<file path="src/rtl/hpipe_pkg.sv">
// Package: shared types for the host pipe lifecycle controller.
// Assumes: nothing beyond IEEE 1800-2017.
package hpipe_pkg;
    // Pipe run state: held cleared, ready with empty bank, bank filling.
    typedef enum logic [1:0] {
        PS_HOLD  = 2'd0,
        PS_READY = 2'd1,
        PS_FILL  = 2'd2
    } pipe_state_e;
endpackage

</file>
<file path="src/rtl/hpipe_fifo_gate.sv">
// Module: hpipe_fifo_gate
// Decodes a FIFO access onto one pipe. It accepts the access when that pipe
// is active (enabled, reset bit 0) and otherwise marks it as rejected.
// Assumes: fifo_pipe_i < NUM_PIPES.
module hpipe_fifo_gate #(
    parameter int NUM_PIPES = 4,
    localparam int PIPE_W = $clog2(NUM_PIPES)
) (
    input  logic                 clk,
    input  logic                 rst_n,
    input  logic                 fifo_req_i,
    input  logic [PIPE_W-1:0]    fifo_pipe_i,
    input  logic [NUM_PIPES-1:0] active_i,
    output logic [NUM_PIPES-1:0] acc_o,
    output logic [NUM_PIPES-1:0] rej_o,
    output logic                 ack_o
);
    logic [NUM_PIPES-1:0] sel;

    // Per-pipe selection and accept/reject split.
    always_comb begin
        for (int p = 0; p < NUM_PIPES; p++) begin
            sel[p]   = fifo_req_i && (fifo_pipe_i == PIPE_W'(p));
            acc_o[p] = sel[p] && active_i[p];
            rej_o[p] = sel[p] && !active_i[p];
        end
    end

    assign ack_o = |acc_o;


    sel_onehot_chk: assert property (@(posedge clk) disable iff (!rst_n)
        $onehot0(acc_o | rej_o));

    ack_gated_chk: assert property (@(posedge clk) disable iff (!rst_n)
        ack_o |-> (active_i[fifo_pipe_i] && fifo_req_i));
endmodule

</file>
<file path="src/rtl/hpipe_slot.sv">
// Module: hpipe_slot
// Holds the lifecycle state of one pipe: enable and reset bits, toggle,
// byte counter, state machine, error flag and configuration.
// Assumes: acc_i/rej_i come from a gate that saw active_o of this cycle.
module hpipe_slot
    import hpipe_pkg::*;
#(
    parameter int CNT_W = 8,
    parameter int CFG_W = 16
) (
    input  logic             clk,
    input  logic             rst_n,
    input  logic             hit_i,
    input  logic             wr_enable_i,
    input  logic             wr_reset_i,
    input  logic             wr_tgl_clr_i,
    input  logic             wr_cfg_we_i,
    input  logic [CFG_W-1:0] wr_cfg_i,
    input  logic             bus_rst_i,
    input  logic             xfer_i,
    input  logic             acc_i,
    input  logic             rej_i,
    output logic             en_o,
    output logic             rst_o,
    output logic             active_o,
    output logic             tgl_o,
    output logic             busy_o,
    output logic             err_o,
    output logic [CNT_W-1:0] cnt_o,
    output logic [CFG_W-1:0] cfg_o
);
    localparam logic [CNT_W-1:0] CNT_MAX = {CNT_W{1'b1}};

    logic             en_q, rst_q, tgl_q, err_q;
    logic [CNT_W-1:0] cnt_q;
    logic [CFG_W-1:0] cfg_q;
    pipe_state_e      st_q;

    logic en_nx, rst_nx, hold_nx, xf;

    // Next values of the control bits and the hold condition.
    always_comb begin
        en_nx   = bus_rst_i ? 1'b0 : (hit_i ? wr_enable_i : en_q);
        rst_nx  = hit_i ? wr_reset_i : rst_q;
        hold_nx = !en_nx || rst_nx;
        xf      = xfer_i && en_q && !rst_q;
    end

    // Enable and reset bits.
    always_ff @(posedge clk) begin
        if (!rst_n) begin
            en_q  <= 1'b0;
            rst_q <= 1'b0;
        end else begin
            en_q  <= en_nx;
            rst_q <= rst_nx;
        end
    end

    // Configuration word: kept across pipe reset, allocated bit dropped on bus reset.
    always_ff @(posedge clk) begin
        if (!rst_n) begin
            cfg_q <= '0;
        end else begin
            if (hit_i && wr_cfg_we_i) cfg_q <= wr_cfg_i;
            if (bus_rst_i) cfg_q[0] <= 1'b0;
        end
    end

    // Data toggle: cleared when disabled or by strobe, flipped on a transaction.
    always_ff @(posedge clk) begin
        if (!rst_n)                     tgl_q <= 1'b0;
        else if (!en_nx)                tgl_q <= 1'b0;
        else if (hit_i && wr_tgl_clr_i) tgl_q <= 1'b0;
        else if (xf && !hold_nx)        tgl_q <= !tgl_q;
    end

    // Bank byte counter and pipe state machine.
    always_ff @(posedge clk) begin
        if (!rst_n) begin
            cnt_q <= '0;
            st_q  <= PS_HOLD;
        end else if (hold_nx) begin
            cnt_q <= '0;
            st_q  <= PS_HOLD;
        end else if (xf) begin
            cnt_q <= acc_i ? CNT_W'(1) : '0;
            st_q  <= acc_i ? PS_FILL : PS_READY;
        end else if (acc_i) begin
            cnt_q <= (cnt_q == CNT_MAX) ? cnt_q : cnt_q + 1'b1;
            st_q  <= PS_FILL;
        end else if (st_q == PS_HOLD) begin
            st_q  <= PS_READY;
        end
    end

    // Sticky access-error flag, cleared by a reset-setting write.
    always_ff @(posedge clk) begin
        if (!rst_n)                   err_q <= 1'b0;
        else if (hit_i && wr_reset_i) err_q <= 1'b0;
        else if (rej_i)               err_q <= 1'b1;
    end

    assign en_o     = en_q;
    assign rst_o    = rst_q;
    assign active_o = en_q && !rst_q;
    assign tgl_o    = tgl_q;
    assign busy_o   = (st_q == PS_FILL);
    assign err_o    = err_q;
    assign cnt_o    = cnt_q;
    assign cfg_o    = cfg_q;


    reset_clears_chk: assert property (@(posedge clk) disable iff (!rst_n)
        (hit_i && wr_reset_i) |=> (cnt_q == '0 && st_q == PS_HOLD && !err_q));

    reject_stable_chk: assert property (@(posedge clk) disable iff (!rst_n)
        (rej_i && !(hit_i && wr_reset_i)) |=> ($stable(cnt_q) && err_q));

    tgl_clr_wins_chk: assert property (@(posedge clk) disable iff (!rst_n)
        (hit_i && wr_tgl_clr_i) |=> !tgl_q);

    off_cleared_chk: assert property (@(posedge clk) disable iff (!rst_n)
        !en_q |-> (!tgl_q && cnt_q == '0 && st_q != PS_FILL));

    xfer_flip_chk: assert property (@(posedge clk) disable iff (!rst_n)
        (xfer_i && en_q && !rst_q && !hit_i && !bus_rst_i) |=> (tgl_q != $past(tgl_q)));

    reset_keeps_tgl_chk: assert property (@(posedge clk) disable iff (!rst_n)
        (rst_q && en_q && !bus_rst_i && !(hit_i && (wr_tgl_clr_i || !wr_enable_i))) |=> $stable(tgl_q));
endmodule

</file>
<file path="src/rtl/hpipe_lifecycle.sv">
// Module: hpipe_lifecycle (top)
// Reset/enable lifecycle for NUM_PIPES host pipes: the register write decode,
// the FIFO gate and one slot per pipe.
// Assumes: NUM_PIPES >= 2; addresses are below NUM_PIPES.
module hpipe_lifecycle #(
    parameter int NUM_PIPES = 4,
    parameter int CNT_W     = 8,
    parameter int CFG_W     = 16,
    localparam int PIPE_W   = $clog2(NUM_PIPES)
) (
    input  logic                       clk,
    input  logic                       rst_n,
    input  logic                       wr_valid_i,
    input  logic [PIPE_W-1:0]          wr_pipe_i,
    input  logic                       wr_enable_i,
    input  logic                       wr_reset_i,
    input  logic                       wr_tgl_clr_i,
    input  logic                       wr_cfg_we_i,
    input  logic [CFG_W-1:0]           wr_cfg_i,
    input  logic                       bus_rst_done_i,
    input  logic [NUM_PIPES-1:0]       xfer_done_i,
    input  logic                       fifo_req_i,
    input  logic [PIPE_W-1:0]          fifo_pipe_i,
    output logic                       fifo_ack_o,
    output logic [NUM_PIPES-1:0]       pipe_en_o,
    output logic [NUM_PIPES-1:0]       pipe_rst_o,
    output logic [NUM_PIPES-1:0]       pipe_tgl_o,
    output logic [NUM_PIPES-1:0]       pipe_busy_o,
    output logic [NUM_PIPES-1:0]       pipe_err_o,
    output logic [NUM_PIPES*CNT_W-1:0] pipe_cnt_o,
    output logic [NUM_PIPES*CFG_W-1:0] pipe_cfg_o
);
    logic [NUM_PIPES-1:0] active, acc, rej;

    hpipe_fifo_gate #(.NUM_PIPES(NUM_PIPES)) gate_i (
        .clk        (clk),
        .rst_n      (rst_n),
        .fifo_req_i (fifo_req_i),
        .fifo_pipe_i(fifo_pipe_i),
        .active_i   (active),
        .acc_o      (acc),
        .rej_o      (rej),
        .ack_o      (fifo_ack_o)
    );

    for (genvar p = 0; p < NUM_PIPES; p++) begin : g_slot
        logic hit;
        assign hit = wr_valid_i && (wr_pipe_i == PIPE_W'(p));

        hpipe_slot #(.CNT_W(CNT_W), .CFG_W(CFG_W)) slot_i (
            .clk         (clk),
            .rst_n       (rst_n),
            .hit_i       (hit),
            .wr_enable_i (wr_enable_i),
            .wr_reset_i  (wr_reset_i),
            .wr_tgl_clr_i(wr_tgl_clr_i),
            .wr_cfg_we_i (wr_cfg_we_i),
            .wr_cfg_i    (wr_cfg_i),
            .bus_rst_i   (bus_rst_done_i),
            .xfer_i      (xfer_done_i[p]),
            .acc_i       (acc[p]),
            .rej_i       (rej[p]),
            .en_o        (pipe_en_o[p]),
            .rst_o       (pipe_rst_o[p]),
            .active_o    (active[p]),
            .tgl_o       (pipe_tgl_o[p]),
            .busy_o      (pipe_busy_o[p]),
            .err_o       (pipe_err_o[p]),
            .cnt_o       (pipe_cnt_o[p*CNT_W +: CNT_W]),
            .cfg_o       (pipe_cfg_o[p*CFG_W +: CFG_W])
        );
    end


    bus_rst_disables_chk: assert property (@(posedge clk) disable iff (!rst_n)
        bus_rst_done_i |=> (pipe_en_o == '0));
endmodule

</file>
<file path="config.mk">
export PLATFORM = sky130hd
export DESIGN_NAME = hpipe_lifecycle
export DESIGN_NICKNAME = d
export VERILOG_FILES = /design/src/rtl/hpipe_pkg.sv /design/src/rtl/hpipe_fifo_gate.sv /design/src/rtl/hpipe_slot.sv /design/src/rtl/hpipe_lifecycle.sv
export SDC_FILE = /design/constraint.sdc
export NUM_CORES = 1
export LEC_CHECK = 0
export ABC_CLOCK_PERIOD_IN_PS = 1870
export BUFFER_PORTS_ARGS = -buffer_cell sky130_fd_sc_hd__buf_2
export CAP_MARGIN = 10
export CORE_ASPECT_RATIO = 0.75
export CORE_MARGIN = 8
export CORE_UTILIZATION = 52
export DETAILED_ROUTE_END_ITERATION = 8
export GPL_TIMING_DRIVEN = 0
export PLACE_DENSITY = 0.77
export SYNTH_ARGS = -nofsm -noshare
export SYNTH_HDL_FRONTEND = slang
export SYNTH_SLANG_ARGS = --single-unit
</file>
<file path="constraint.sdc">
create_clock -name clk -period 1.87 [get_ports clk]
set_input_delay 0.2805 -clock clk [delete_from_list [all_inputs] [get_ports clk]]
set_output_delay 0.2805 -clock clk [all_outputs]
set_load 0.01 [all_outputs]
</file>
Word-level counts from Yosys, hierarchy flattened:

Cells that the tools add are included.

* flip-flop bits (word level): 120
* bits in latches: 0
* bits in writable memories: 0
* bits in read-only memories: 0
* bits of input ports: 33
* output and inout bits: 117
* word-level logic and storage cells: 203
* memories: 0

* $add $sub $neg: 4
* multipliers: 0
* divide/modulo/power cells: 0
* order comparisons: 0
* equality and inequality tests: 18
* shifts and indexed selects: 0
* mux-type cells: 44
* bitwise operators: 5
* reduce and logical (&&, ||, !) cells: 100

Operators with widths (count)
* two-way mux 8 bit: 12
* logical AND 1 bit: 44
* adder 8 x 1 -> 8 bit, second input constant: 4
* equality test 8 bit, second input constant: 4
* two-way mux 2 bit: 16
* zero test 1 bit: 20
* OR reduction 2 bit: 9
* equality test 2 bit, second input constant: 8
* two-way mux 1 bit: 16
* zero test 2 bit: 6
* nonzero test 3 bit: 4
* OR reduction 3 bit: 4
* inequality test 2 x 1 -> 1 bit, second input constant: 4
* AND reduction 2 bit: 4
* nonzero test 2 bit: 4
* inverter 1 bit: 5
* equality test 2 x 1 -> 1 bit, second input constant: 2
* logical OR 1 bit: 4
* OR reduction 4 bit: 1

Logic depth before layout (Yosys ltp):

Gate-level depths: netlist (run 1).

* word-level depth: 8
* depth in mapped cells: 7

Cells and area by module:

Synthesis (run 1) repeated with hierarchy kept, for this count alone.

* cell total of the unflattened synthesis: 599
* area, all modules: 5380.2 um^2

By module, submodules not included
* hpipe_slot: times used 4, cells an instance 146, area an instance 1312.5 um^2, seq. area each 600.6 um^2
* hpipe_fifo_gate: times used 1, cells an instance 11, area an instance 92.6 um^2, seq. area each 0.0 um^2
* hpipe_lifecycle: times used 1, cells an instance 4, area an instance 37.5 um^2, seq. area each 0.0 um^2

Worst setup path before layout (run 1):

Ideal clock, no wire load.

* path kind: register -> register
* start point: reg g_slot[2].slot_i.cnt_q[0]
* end point: reg g_slot[2].slot_i.cnt_q[4]
* library setup time: 0.123 ns
* data arrival time: 1.575 ns
* required time: 1.747 ns
* setup slack: 0.172 ns
* stages on the path, launching flop included: 8
* buffers on the path: 1
* cells stage by stage: dfxtp_1 > ha_1 > nand4_1 > o211ai_1 > buf_2 > nand2_1 > a41oi_1 > nor3_1

* longest elaborated chain between the ends: 4

Ends and longest elaborated chain
* start, declared: RTL line hpipe_slot.sv:35 `logic [CNT_W-1:0] cnt_q;`
* start signal, assigned: RTL line hpipe_slot.sv:87 `cnt_q <= acc_i ? CNT_W'(1) : '0;`
* start signal, assigned: RTL line hpipe_slot.sv:90 `cnt_q <= (cnt_q == CNT_MAX) ? cnt_q : cnt_q + 1'b1;`
* adder 8 x 1 -> 8 bit: RTL line hpipe_slot.sv:90
* two-way mux 8 bit: RTL line hpipe_slot.sv:90
* two-way mux 8 bit: RTL line hpipe_slot.sv:89 `end else if (acc_i) begin`
* two-way mux 8 bit: RTL line hpipe_slot.sv:86 `end else if (xf) begin`

Several ways; a longest one is shown, not always the timed one. The select of a mux whose other input is x is not followed.
A chain may end at the register's enable or synchronous reset.

Worst setup path after layout (run 1):

* start point: reg g_slot[2].slot_i.en_q
* end point: out fifo_ack_o

* longest elaborated chain between the ends: 3

Ends and longest elaborated chain
* start, declared: RTL line hpipe_slot.sv:34 `logic en_q, rst_q, tgl_q, err_q;`
* start signal, assigned: RTL line hpipe_slot.sv:55 `en_q <= en_nx;`
* logical AND 1 bit: RTL line hpipe_slot.sv:106 `assign active_o = en_q && !rst_q;`
* logical AND 1 bit: RTL line hpipe_fifo_gate.sv:24 `acc_o[p] = sel[p] && active_i[p];`
* OR reduction 4 bit: RTL line hpipe_fifo_gate.sv:29 `assign ack_o = |acc_o;`
* end, declared: RTL line hpipe_lifecycle.sv:24 `output logic fifo_ack_o,`

Every way passes these cells.

==> flow_metrics.py, run 1 <==
metrics = {
    "run_status": {
        "outcome": "finished clean",
    },
    "cts": {
        "inserted_clock_buffers": 17,
        "path_clk_slew_ns": 0.06,
        "htree_levels": 4,
        "clock_sinks": 120,
        "clock_tree_from_tritoncts": "yes",
        "cts_buffer_depth": 2,
        "clock_tree.root_cell": "sky130_fd_sc_hd__clkbuf_16",
        "clock_insertion_delay_worst_skew_ns": 0.41,
    },
    "critical_path": {
        "arrival_time_of_data_at_the_critical_path_endpoint_ns": 1.49,
        "startpoint_type_of_the_worst_setup_path": "flop",
        "critical_path.endpoint_type": "primary output",
        "crit_buf_inv": 1,
        "worstPathMaxFanout": 4,
        "crit_required_ns": 1.59,
        "critical-path-max-stage-delay_ns": 0.35,
        "cell_class_contributing_the_biggest_share_of_worst_path_delay": "simple AND/OR/NAND/NOR gates",
        "timing.critical_path.cells": "and2b_2, and2_4, nor2_4, nand3_1, buf_2",
        "timing_worst_setup_path_type": "reg -> out",
        "cpMaxStageDelayCell": "sky130_fd_sc_hd__dfxtp_1",
    },
    "placed_design": {
        "hpwl_dp_um": 11100,
        "buffer_ports.inserted": 149,
        "finalWeightedCongestion": 0.914,
    },
    "grt": {
        "globalRouteMet1Util": 0.290,
        "grt_start_max_net_pins": 17,
        "antenna_found_initial": 0,
        "global_route.peak_usage_layer": "met2",
        "grt_use_total": 0.218,
        "grt_util_met2": 0.331,
        "grt_overflow": 0,
        "vias_in_the_first_global_route": 4630,
        "grt_util_met3": 0.0673,
        "first_pass_grt_wire_length_um": 22900,
    },
    "timing": {
        "hold_violations": 0,
        "timing.final.max_slew_violations": 0,
        "min_period_over_period": 0.949,
        "setup_viol": 0,
        "setup-tns-final_ns": 0,
        "tightest_slew_ns": 0.533,
        "clock_skew_ns": 0.00418,
        "maxSlewHeadroom": 0.645,
        "timing.fmax_mhz": 564,
        "finalWorstPathRequiredPeriod_ns": 1.77,
    },
    "finish": {
        "final_cell_mix": "sky130_fd_sc_hd__nand2_1 (166), sky130_fd_sc_hd__buf_2 (155), sky130_fd_sc_hd__dfxtp_1 (117)",
        "fin_util": 0.697,
        "insertedDiodeCount": 0,
        "layout_commonest_cell": "sky130_fd_sc_hd__nand2_1",
        "final_nets": 821,
        "syn_to_final_growth_pct": 30.5,
        "drive_above_1_share": 0.293,
        "filler_cell_count": 801,
    },
    "logic_synthesis": {
        "ys_async_sr_fraction": 0,
        "synth_sequential_area_ratio": 0.466,
        "synth-warning-count": 0,
        "ys_dominant_reg_cell": "sky130_fd_sc_hd__dfxtp_1",
        "number_of_flops_mapped_to_enable_cells_by_yosys": 0,
        "synth.lib_cells_used.distinct": 55,
        "syn-mean-instance-area_um2": 8.41,
        "mapped_cells": 613,
        "synthesis.nets": 650,
        "post_synth_instance_area_um2": 5160,
        "synth-seq-cells": 120,
    },
    "routing": {
        "initialDrtViolationCount": 369,
        "routed_wire_length_per_instance_um": 15.8,
        "dr_total_vias": 4858,
        "drc_errors": 0,
        "detail-route-antenna-nets": 0,
        "drt_pass1_iterations": 5,
        "finalWirelength_um": 14700,
        "vias_per_cell": 5.23,
    },
    "pwr": {
        "seq_power_share": 0.412,
        "total_leakage_power_nw": 2.87,
        "netSwitchingPower_mw": 1.34,
        "internal-power_mw": 5.01,
        "maximum_ir_drop_on_the_vdd_rail_v": 0.000672,
        "netSwitchingFraction": 0.211,
        "clkPwrFrac": 0.539,
        "p_comb_frac": 0.049,
        "power_density_nw_per_um2": 945,
    },
    "die": {
        "die_height_um": 102,
        "die_area_um2": 13400,
        "pin_count": 150,
        "chipWidth_um": 131,
        "starting_density": 0.534,
        "num_rows": 31,
        "design.core.area_um2": 9660,
    },
    "min_path": {
        "min_path_type": "in -> reg",
    },
    "flow_run": {
        "cap_violations": 0,
    },
}
-- state kept, by name (all words and copies together) (netlist names) --
register and cells:
g_slot.slot_i.cfg_o 64, g_slot.slot_i.cnt_o 32, g_slot.slot_i.en_o 4, g_slot.slot_i.err_o 4, g_slot.slot_i.rst_o 4, g_slot.slot_i.st_q 8
g_slot.slot_i.tgl_o 4
-- kinds of logic after synthesis --
family	synth area share
and+or+nand+nor	0.255
AOI/OAI and AO/OA	0.174
DFF	0.466
buffers and inverters	0.0592
xor gates and xnor gates	0.0187
muxes	0.0175
adders and majority gates	0.00971
-- power groups by stage --
stage / Sequential (mW) / Clock, mW / Combinational (mW)
after floorplan: 2.68 / 0 / 0.147
after global placement: 2.67 / 0 / 0.303
after detailed placement: 2.67 / 0 / 0.310
after CTS: 2.62 / 3.45 / 0.313
after global routing: 2.62 / 3.58 / 0.341
final: 2.62 / 3.42 / 0.314
-- layer usage --
metal	part of all wire	vias up
li1	-	2410
met1	0.47	2258
met2	0.45	175
met3	0.074	15
met4	0.012	0
met5	0	-
-- tightest hold or removal path, stage by stage --
cell	delay [ns]
sky130_fd_sc_hd__buf_2	0.13
sky130_fd_sc_hd__nand2_1	0.06
sky130_fd_sc_hd__a21boi_1	0.05
-- metrics by stage --
step,power [mW],instance area [um^2],hold WS (ns),setup WS (ns),std cells
after floorplan,2.83,5160,0.372,0.172,613
after global placement,2.97,6070,0.439,0.0404,894
after detailed placement,2.98,6070,0.446,-0.0287,894
after CTS,6.38,6690,0.139,0.0156,925
after global routing,6.54,6730,0.150,-0.0371,928
final,6.36,6730,0.151,0.0962,928
-- path summary, 6_finish.rpt --
kind / cells past startpoint / endpoint / slack [ns] / from
worst max-delay path: 5 / fifo_ack_o / 0.1 / g_slot[2].slot_i.en_o$_SDFF_PN0_
worst min-delay path: 3 / g_slot[2].slot_i.cfg_o[11]$_SDFFE_PN0P_ / 0.15 / wr_cfg_i[11]
worst max register to register: 7 / g_slot[2].slot_i.cnt_o[4]$_SDFFE_PP0P_ / 0.12 / g_slot[2].slot_i.cnt_o[0]$_SDFFE_PP0P_
worst min register to register: 2 / g_slot[2].slot_i.cfg_o[11]$_SDFFE_PN0P_ / 0.45 / g_slot[2].slot_i.cfg_o[11]$_SDFFE_PN0P_
-- synth_stat cells, drive strengths merged (2+ instances only) --
cell type    n  area (um^2)
a211oi       7         52.6
a21boi      62          465
a21oi       26          134
a221oi       2         17.5
a311oi       3         26.3
a31oi        3         18.8
a41oi        3         26.3
and2         7         45.1
and2b        3         25.0
and3         5         32.5
and3b        4         36.3
buf         30          213
clkbuf      17         66.3
dfxtp      120         2400
ha           4         50.1
inv          7         26.3
mux2i        9         90.1
nand2      167          627
nand2b       6         37.5
nand3       20          100
nand4        6         37.5
nor2        35          134
nor2b        9         56.3
nor3         9         45.0
nor3b        6         60.1
o211a        2         20.0
o211ai       3         22.5
o21ai        7         35.0
o31ai        3         22.5
or2          2         12.5
or3          4         25.0
or4          2         15.0
xnor2       11         96.3
-- cell type report --
class                   count  area (um^2)  area share
clock inverters             8          145      0.0216
repair buffers            152          768       0.114
well taps                 132          165      0.0245
flip-flops and latches    120         2410       0.358
clock buffers              23          468      0.0696
plain buffers              47          285      0.0424
multi-input cells         439         2460       0.366
inverters                   7         26.3     0.00391
-- repair_timing --
item                                    4_1_cts  5_1_grt
resized for setup                             2       11
endpoints found under the setup margin        2        6
gates cloned                                  0        0
pin swaps                                     0        3
hold buffers                                  0        0
setup buffers                                 0        3
Power figures use the tool's default switching activity.
==> run 2, diff against run 1 <==
--- a/config.mk
+++ b/config.mk
@@ -14,6 +14,7 @@
 export DETAILED_ROUTE_END_ITERATION = 8
 export GPL_TIMING_DRIVEN = 0
 export PLACE_DENSITY = 0.77
+export RECOVER_POWER = 50
 export SYNTH_ARGS = -nofsm -noshare
 export SYNTH_HDL_FRONTEND = slang
 export SYNTH_SLANG_ARGS = --single-unit
==> flow_metrics.py, run 2 (synthesized netlist as in run 1, its figures left out) <==
metrics = {
    "timing": {
        "timing.final.max_slew_violations": 0,
        "finalWorstPathRequiredPeriod_ns": 1.78,
        "maxSlewHeadroom": 0.652,
        "setup-tns-final_ns": 0,
        "clock_skew_ns": 0.00468,
        "min_period_over_period": 0.950,
        "timing.fmax_mhz": 563,
        "setup_viol": 0,
        "hold_violations": 0,
        "postLayoutSetupSlackWorst_ns": 0.0931,
        "tightest_slew_ns": 0.522,
    },
    "critical_path": {
        "cpMaxStageDelayCell": "sky130_fd_sc_hd__dfxtp_1",
        "critical-path-max-stage-delay_ns": 0.36,
        "critical_path.startpoint": "g_slot[2].slot_i.en_o$_SDFF_PN0_",
        "rr_worst_depth": 7,
        "cell_class_contributing_the_biggest_share_of_worst_path_delay": "simple AND/OR/NAND/NOR gates",
        "worstSetupPathDepth": 5,
        "reg2reg_to": "g_slot[2].slot_i.cnt_o[4]$_SDFFE_PP0P_",
        "critical_path.endpoint_type": "primary output",
        "timing_worst_setup_path_type": "reg -> out",
        "worstPathMaxFanout": 4,
        "crit_required_ns": 1.59,
        "rr_startpoint": "g_slot[2].slot_i.cnt_o[0]$_SDFFE_PP0P_",
        "reg2reg_slack_ns": 0.11,
        "startpoint_type_of_the_worst_setup_path": "flop",
        "crit_buf_inv": 1,
        "timing.critical_path.cells": "and2b_2, and2_4, nor2_4, nand3_1, buf_2",
        "cp-endpoint": "fifo_ack_o",
        "arrival_time_of_data_at_the_critical_path_endpoint_ns": 1.50,
    },
    "finish": {
        "final_nets": 821,
        "fin_util": 0.685,
        "syn_to_final_growth_pct": 28.4,
        "final_cell_mix": "sky130_fd_sc_hd__nand2_1 (166), sky130_fd_sc_hd__dfxtp_1 (117), sky130_fd_sc_hd__clkbuf_1 (99)",
        "post_layout_nonfiller_instances": 928,
        "drive_above_1_share": 0.190,
        "layout_commonest_cell": "sky130_fd_sc_hd__nand2_1",
        "insertedDiodeCount": 0,
        "largest_register_ffs": 64,
    },
    "grt": {
        "grt_overflow": 0,
        "grt_start_max_net_pins": 17,
        "antenna_found_initial": 0,
        "grt_use_total": 0.218,
        "first_pass_grt_wire_length_um": 22900,
        "vias_in_the_first_global_route": 4630,
    },
    "placed_design": {
        "finalWeightedCongestion": 0.914,
        "preCtsSetupSlack_ns": -0.0287,
        "hpwl_dp_um": 11100,
        "placed_cells": 894,
        "buffer_ports.inserted": 149,
    },
    "pwr": {
        "maximum_ir_drop_on_the_vdd_rail_v": 0.000673,
        "p_comb_frac": 0.048,
        "totalPowerFinal_mw": 6.35,
        "netSwitchingFraction": 0.212,
        "total_leakage_power_nw": 2.52,
        "internal-power_mw": 5.00,
        "netSwitchingPower_mw": 1.35,
        "power_density_nw_per_um2": 959,
        "clkPwrFrac": 0.540,
        "seq_power_share": 0.413,
    },
    "cts": {
        "cts_hold_buf": 0,
        "path_clk_slew_ns": 0.06,
        "htree_levels": 4,
        "cts_buffer_depth": 2,
        "clock_insertion_delay_worst_skew_ns": 0.41,
        "inserted_clock_buffers": 17,
        "clock_sinks": 120,
        "clock_tree_from_tritoncts": "yes",
        "clock_tree.root_cell": "sky130_fd_sc_hd__clkbuf_16",
    },
    "routing": {
        "routed_wire_length_per_instance_um": 15.8,
        "drc_errors": 0,
        "detail-route-antenna-nets": 0,
        "finalWirelength_um": 14700,
        "dr_total_vias": 4871,
        "drt_pass1_iterations": 6,
        "initialDrtViolationCount": 394,
        "vias_per_cell": 5.25,
    },
    "die": {
        "chipWidth_um": 131,
        "pin_count": 150,
        "num_rows": 31,
        "design.core.area_um2": 9660,
        "die_height_um": 102,
        "starting_density": 0.534,
        "die_area_um2": 13400,
    },
    "min_path": {
        "min_path_type": "in -> reg",
    },
    "run_status": {
        "outcome": "finished clean",
    },
    "flow_run": {
        "cap_violations": 0,
    },
}
-- run 2: changes by cell type in the layout (fill, tap and decap cells not counted), sizes merged --
cell / delta
buf: -79
clkbuf: +79
-- run 2: final cells by class --
cell class / count / area, um^2
multi-input combinational: 439 / 2460
clock buffer: 23 / 468
clock inverter: 8 / 145
sequential: 120 / 2410
fill: 856 / 3040
inverter: 7 / 26.3
tap: 132 / 165
timing repair buffer: 152 / 672
buffer: 47 / 274
-- run 2: worst register-to-register path, cell delays in order (launching register included) --
cell	delay (ns)
sky130_fd_sc_hd__dfxtp_2	0.36
sky130_fd_sc_hd__ha_2	0.22
sky130_fd_sc_hd__nand4_1	0.20
sky130_fd_sc_hd__o211ai_1	0.25
sky130_fd_sc_hd__buf_4	0.19
sky130_fd_sc_hd__nand2_1	0.09
sky130_fd_sc_hd__a41oi_1	0.23
sky130_fd_sc_hd__nor3_1	0.08
-- run 2: metal layers --
metal,vias up,GRT usage,part of all wire
li1,2412,-,-
met1,2270,0.290,0.47
met2,173,0.331,0.45
met3,16,0.0673,0.073
met4,0,0.0686,0.013
met5,-,0,0
-- run 2: how the worst min path moves through the flow --
| stage | end | slack (ns) | depth (start not counted) | startpoint |
|---|---|---|---|---|
| 2_1_floorplan | g_slot[2].slot_i.tgl_o$_SDFFE_PP0P_ | 0.37 | 1 | wr_tgl_clr_i |
| 3_3_place_gp | g_slot[1].slot_i.st_q[1]$_SDFFE_PP0P_ | 0.44 | 2 | g_slot[1].slot_i.st_q[1]$_SDFFE_PP0P_ |
| 3_5_place_dp | g_slot[2].slot_i.cfg_o[11]$_SDFFE_PN0P_ | 0.45 | 2 | g_slot[2].slot_i.cfg_o[11]$_SDFFE_PN0P_ |
| 4_1_cts | g_slot[2].slot_i.cfg_o[11]$_SDFFE_PN0P_ | 0.14 | 3 | wr_cfg_i[11] |
| 5_1_grt | g_slot[2].slot_i.cfg_o[0]$_SDFFE_PP0P_ | 0.15 | 3 | wr_cfg_i[0] |
| 6_report | g_slot[2].slot_i.cfg_o[11]$_SDFFE_PN0P_ | 0.15 | 3 | wr_cfg_i[11] |
-- run 2: through the flow --
stage,instance area (um^2),hold slack [ns]
4_1_cts,6690,0.139
5_1_grt,6620,0.150
2_1_floorplan,5160,0.372
6_report,6620,0.150
3_3_place_gp,6070,0.439
3_5_place_dp,6070,0.446
-- run 2: repair_timing --
| action | in CTS | in global routing |
|---|---|---|
| pin swaps | 0 | 3 |
| hold endpoints to repair | 0 | 0 |
| setup endpoints to repair | 2 | 6 |
| setup buffers | 0 | 3 |
| gates resized for setup | 2 | 11 |
-- run 2: power groups by stage --
| stage | logic (mW) | registers (mW) | clock network (mW) |
|---|---|---|---|
| 6_report | 0.304 | 2.62 | 3.42 |
| 2_1_floorplan | 0.147 | 2.68 | 0 |
| 3_5_place_dp | 0.310 | 2.67 | 0 |
| 3_3_place_gp | 0.303 | 2.67 | 0 |
| 5_1_grt | 0.331 | 2.62 | 3.58 |
| 4_1_cts | 0.313 | 2.62 | 3.45 |
